===== config.mk =====
export PLATFORM = sky130hd
export DESIGN_NAME = port_change_irq
export DESIGN_NICKNAME = d
export VERILOG_FILES = /design/src/rtl/pci_pkg.sv /design/src/rtl/pci_snap.sv /design/src/rtl/pci_flags.sv /design/src/rtl/pci_irq.sv /design/src/rtl/port_change_irq.sv
export SDC_FILE = /design/constraint.sdc
export NUM_CORES = 1
export LEC_CHECK = 0
export CORE_MARGIN = 4
export CORE_UTILIZATION = 39
export CTS_BUF_LIST = sky130_fd_sc_hd__clkbuf_8
export CTS_CLUSTER_SIZE = 40
export DETAILED_ROUTE_END_ITERATION = 6
export PLACE_DENSITY = 0.76
export SLEW_MARGIN = 20
export SYNTH_ARGS = -nofsm -noshare
export SYNTH_HDL_FRONTEND = slang
export SYNTH_SLANG_ARGS = --single-unit

===== constraint.sdc =====
create_clock -name clk_i -period 1.2 [get_ports clk_i]
set_input_delay 0.24 -clock clk_i [delete_from_list [all_inputs] [get_ports clk_i]]
set_output_delay 0.24 -clock clk_i [all_outputs]
set_load 0.01 [all_outputs]

===== src/rtl/pci_pkg.sv =====
package pci_pkg;
  typedef struct packed {
    logic sample;
    logic busy;
    logic stop;
  } pci_evt_t;

  function automatic pci_evt_t pci_evt(input logic addr_ack, input logic pair_ack,
                                       input logic busy, input logic stop);
    pci_evt_t e;
    e.sample = addr_ack | pair_ack;
    e.busy   = busy;
    e.stop   = stop;
    return e;
  endfunction
endpackage


===== src/rtl/pci_snap.sv =====
module pci_snap #(
  parameter int BYTE_W = 8,
  parameter int NUM_IN = 4,
  parameter int IN_LSB = 2
) (
  input  logic              clk_i,
  input  logic              rst_ni,
  input  logic [BYTE_W-1:0] port_i,
  input  logic [NUM_IN-1:0] in_en_i,
  input  logic              sample_i,
  output logic [BYTE_W-1:0] snap_o,
  output logic [NUM_IN-1:0] diff_o
);
  logic              armed_q;
  logic [BYTE_W-1:0] snap_q;

  always_ff @(posedge clk_i or negedge rst_ni) begin
    if (!rst_ni) begin
      armed_q <= 1'b0;
      snap_q  <= '0;
    end else begin
      armed_q <= 1'b1;
      // first edge after reset loads the live levels silently
      if (sample_i || !armed_q) snap_q <= port_i;
    end
  end

  always_comb begin
    diff_o = '0;
    if (armed_q) diff_o = in_en_i & (port_i[IN_LSB +: NUM_IN] ^ snap_q[IN_LSB +: NUM_IN]);
  end

  assign snap_o = snap_q;
endmodule


===== src/rtl/pci_flags.sv =====
module pci_flags #(
  parameter int BYTE_W = 8,
  parameter int NUM_IN = 4,
  parameter int IN_LSB = 2
) (
  input  logic              clk_i,
  input  logic              rst_ni,
  input  logic [NUM_IN-1:0] diff_i,
  input  logic              sample_i,
  output logic [BYTE_W-1:0] flags_o
);
  logic [NUM_IN-1:0] live_q;
  logic [NUM_IN-1:0] tx_q;

  always_ff @(posedge clk_i or negedge rst_ni) begin
    if (!rst_ni) begin
      live_q <= '0;
      tx_q   <= '0;
    end else if (sample_i) begin
      // mismatch seen in the clearing cycle is folded into the sent byte
      tx_q   <= live_q | diff_i;
      live_q <= '0;
    end else begin
      live_q <= live_q | diff_i;
    end
  end

  for (genvar b = 0; b < BYTE_W; b++) begin : g_pos
    if (b >= IN_LSB && b < IN_LSB + NUM_IN) begin : g_in
      assign flags_o[b] = tx_q[b-IN_LSB];
    end else begin : g_out
      assign flags_o[b] = 1'b0;
    end
  end
endmodule


===== src/rtl/pci_irq.sv =====
module pci_irq #(
  parameter int NUM_IN = 4
) (
  input  logic              clk_i,
  input  logic              rst_ni,
  input  logic [NUM_IN-1:0] diff_i,
  input  pci_pkg::pci_evt_t evt_i,
  output logic              irq_no
);
  logic irq_q, pend_q, hit;

  assign hit = |diff_i;

  always_ff @(posedge clk_i or negedge rst_ni) begin
    if (!rst_ni) begin
      irq_q  <= 1'b0;
      pend_q <= 1'b0;
    end else if (evt_i.sample) begin
      irq_q  <= 1'b0;
      pend_q <= 1'b0;
    end else if (evt_i.stop) begin
      if (pend_q || hit) irq_q <= 1'b1;
      pend_q <= 1'b0;
    end else if (hit) begin
      if (evt_i.busy) pend_q <= 1'b1;
      else            irq_q  <= 1'b1;
    end
  end

  assign irq_no = ~irq_q;
endmodule


===== src/rtl/port_change_irq.sv =====
module port_change_irq #(
  parameter int BYTE_W = 8,
  parameter int NUM_IN = 4,
  parameter int IN_LSB = 2
) (
  input  logic              clk_i,
  input  logic              rst_ni,
  input  logic [BYTE_W-1:0] port_i,
  input  logic [NUM_IN-1:0] in_en_i,
  input  logic              addr_ack_i,
  input  logic              pair_ack_i,
  input  logic              rd_busy_i,
  input  logic              stop_i,
  output logic [BYTE_W-1:0] flags_o,
  output logic [BYTE_W-1:0] snap_o,
  output logic              irq_no
);
  pci_pkg::pci_evt_t evt;
  logic [NUM_IN-1:0] diff;

  assign evt = pci_pkg::pci_evt(addr_ack_i, pair_ack_i, rd_busy_i, stop_i);

  pci_snap #(.BYTE_W(BYTE_W), .NUM_IN(NUM_IN), .IN_LSB(IN_LSB)) u_snap (
    .clk_i    (clk_i),
    .rst_ni   (rst_ni),
    .port_i   (port_i),
    .in_en_i  (in_en_i),
    .sample_i (evt.sample),
    .snap_o   (snap_o),
    .diff_o   (diff)
  );

  pci_flags #(.BYTE_W(BYTE_W), .NUM_IN(NUM_IN), .IN_LSB(IN_LSB)) u_flags (
    .clk_i    (clk_i),
    .rst_ni   (rst_ni),
    .diff_i   (diff),
    .sample_i (evt.sample),
    .flags_o  (flags_o)
  );

  pci_irq #(.NUM_IN(NUM_IN)) u_irq (
    .clk_i  (clk_i),
    .rst_ni (rst_ni),
    .diff_i (diff),
    .evt_i  (evt),
    .irq_no (irq_no)
  );
endmodule


==> metrics.csv <==
stage;metric;value;unit
setup_path;path_delay_family;flip-flops;
placement;dp_slack;-424;ps
placement;dp.cells;129;
clock_tree;numClockSinks;19;
floorplan;core-area;0.00200;mm2
clock_tree;path_clk_slew;70;ps
logic_synthesis;synth_warnings;0;
grt;grt_pass1_vias;708;
placement;gp_congestion;0.708;
sta;rsz0062_at_grt;yes;
setup_path;crit_arrival;1400;ps
detailed_routing;drc;0;
floorplan;row_count;16;
detailed_routing;postRouteAntennaNets;0;
run_status;violations;negative setup slack;
clock_tree;cts_hold_buffers;0;
worst_hold_path;min_path_type;input pin to asynchronous set/reset pin;
final_layout;syn2layout_area_growth;52.7;%
detailed_routing;vias;635;
final_layout;layout.nets;128;
setup_path;endpoint_kind;flip-flop;
setup_path;path_depth;4;
sta;finalHoldViolations;0;
power_and_ir_drop;fin_total_pwr;1.45;mW
floorplan;dieArea;0.00297;mm2
grt;globalRouteOverflowTotal;0;
final_layout;final_common_cell;dfrtp_1;
setup_path;endpoint;u_irq.irq_q;
final_layout;drive_above_1_share;0.303;
floorplan;io_pins;35;
detailed_routing;wl_per_cell;13.3;um
logic_synthesis;synthCells;70;
grt;grt_max_degree;20;
clock_tree;clkLatencyLatePin;250;ps
setup_path;startpoint_type;flip-flop;
clock_tree;cts_max_level;1;
power_and_ir_drop;ir_worst_vdd;0.860;mV
setup_path;rr_worst_depth;4;
setup_path;required;1330;ps
placement;dp_hpwl;1320;um
logic_synthesis;yosys.cell_types.count;20;
detailed_routing;first_pass_iters;4;
clock_tree;cts-root-buf;clkbuf_8;
grt;gr-usage-all-layers;0.139;
setup_path;worstReg2RegEnd;u_irq.irq_q;
grt;antenna_found_initial;0;
setup_path;cp_num_buf_inv;0;
logic_synthesis;synth-seq-cells;19;
logic_synthesis;avgSynthCellArea;12.0;um2
setup_path;critical-path-slowest-cell;dfrtp_1;
final_layout;final_cell_mix;dfrtp_1 (18), clkdlybuf4s50_1 (12), nor2_1 (9), dlygate4sd2_1 (8), buf_4 (8);
logic_synthesis;synth_area;842;um2
setup_path;crit_type;flip-flop to flip-flop;
final_layout;final_cells;136;
setup_path;crit_path_max_fanout;3;
sta;setup_viol;10;
setup_path;cp_cell_sequence;xor2_1 -> a32o_2 -> nor4_2 -> a211oi_1;
placement;port_buffers;30;
final_layout;num_antenna_cells;0;
sta;setup_ws;-63.9;ps
detailed_routing;viasPerCell;4.67;
sta;fin_crit;1260;ps
logic_synthesis;ys_seq_area_frac;0.565;
grt;grt_first_pass_wirelength;2900;um
setup_path;crit_start;u_snap.snap_o[4];
sta;drv_slew;0;
power_and_ir_drop;leakagePower;0.621;nW
floorplan;initial_core_util;0.421;
floorplan;die_w;54.5;um
sta;clock_skew;4.44;ps
flow_run;drv_cap;0;
sta;fin_crit_sh;1.05;
run_status;outcome;finished, violations left;
clock_tree;clock_path_buffers;2;
power_and_ir_drop;power_density;1130;mW/mm2
setup_path;r2r_slack;-60;ps
detailed_routing;wl;1810;um
floorplan;fp.dieH;54.5;um
setup_path;max_stage_delay;390;ps
sta;fmax;791;MHz
detailed_routing;drtIter0Drc;3;
clock_tree;cts_tree;done;
setup_path;r2r_start;u_snap.snap_o[4];
clock_tree;numCtsBuffers;3;
==> repair_timing <==
action / 4_1_cts / 5_1_grt
resized for setup: 26 / 19
setup endpoints to repair: 23 / 19
buffers inserted: 1 / 2
pin swaps: 9 / 5
==> synthesized netlist by cell type <==
library cell | number | area, um2
a211oi_1 | 1 | 7.51
a211oi_2 | 1 | 12.5
a21oi_1 | 6 | 30.0
a31oi_1 | 2 | 12.5
a32o_2 | 2 | 22.5
and2_1 | 2 | 12.5
buf_2 | 1 | 5.00
buf_4 | 4 | 30.0
buf_6 | 1 | 11.3
conb_1 | 2 | 7.51
dfrtp_1 | 19 | 475
inv_1 | 3 | 11.3
mux2_2 | 8 | 90.1
nor2_1 | 9 | 33.8
nor2_8 | 1 | 20.0
nor4_1 | 1 | 6.26
o21ai_1 | 1 | 5.00
o21bai_1 | 1 | 7.51
or2_1 | 1 | 6.26
xor2_1 | 4 | 35.0
==> flip-flops by register name (all words and copies together), names as in the netlist <==
register,flops
u_irq.pend_q,1
u_flags.live_q,4
u_snap.armed_q,1
u_irq.irq_q,1
u_snap.snap_o,8
u_flags.tx_q,4
==> worst min-delay path by stage <==
stage / endpoint / slack [ps] / cells past startpoint
after CTS: u_flags.tx_q[2] / 330 / 2
after detailed placement: u_flags.live_q[3] / 490 / 2
after global placement: u_flags.live_q[3] / 470 / 2
after global routing: u_snap.snap_o[4] / 330 / 2
after floorplan: u_flags.live_q[0] / -60 / 0
final: u_snap.snap_o[4] / 320 / 2
==> report_power, final <==
group / internal (mW) / total (mW) / leakage [nW] / switching [mW]
logic: 0.173 / 0.304 / 0.358 / 0.131
clock network: 0.231 / 0.441 / 0.0255 / 0.210
registers: 0.682 / 0.710 / 0.237 / 0.0271
total: 1.09 / 1.45 / 0.621 / 0.368
==> per-layer routing <==
metal / share of wire / routed length (um) / track usage / up-vias
li1: - / - / - / 307
met1: 0.43 / 784 / 0.158 / 294
met2: 0.46 / 831 / 0.233 / 32
met3: 0.099 / 180 / 0.0490 / 2
met4: 0.0077 / 14 / 0.0622 / 0
met5: 0 / 0 / 0 / -
==> layout make-up <==
| type | instances | area [um2] |
|---|---|---|
| Sequential cell | 19 | 477 |
| Inverter | 3 | 11.3 |
| Clock inverter | 1 | 5.00 |
| Multi-Input combinational cell | 45 | 369 |
| Tap cell | 27 | 33.8 |
| Timing Repair Buffer | 38 | 349 |
| Fill cell | 177 | 716 |
| Clock buffer | 3 | 41.3 |
==> kinds of logic after synthesis <==
kind of cell	count (synthesis)	synth area share
other	2	0.00892
xor gates and xnor gates	4	0.0416
and+or+nand+nor	14	0.0936
DFF	19	0.565
AOI/OAI and AO/OA	14	0.116
buffers and inverters	9	0.0683
muxes	8	0.107
==> metrics by stage <==
stage                     TNS, ps  cell area [um2]  hold slack [ps]  utilization
after CTS                    -204             1220              327        0.612
after global routing         -942             1290              327        0.643
after detailed placement    -5640             1180              487        0.589
final                        -315             1290              320        0.643
after global placement      -5110             1180              467        0.589
after floorplan             -47.7              853            -55.6            -
Note: power is estimated with default switching activity, not from simulation.
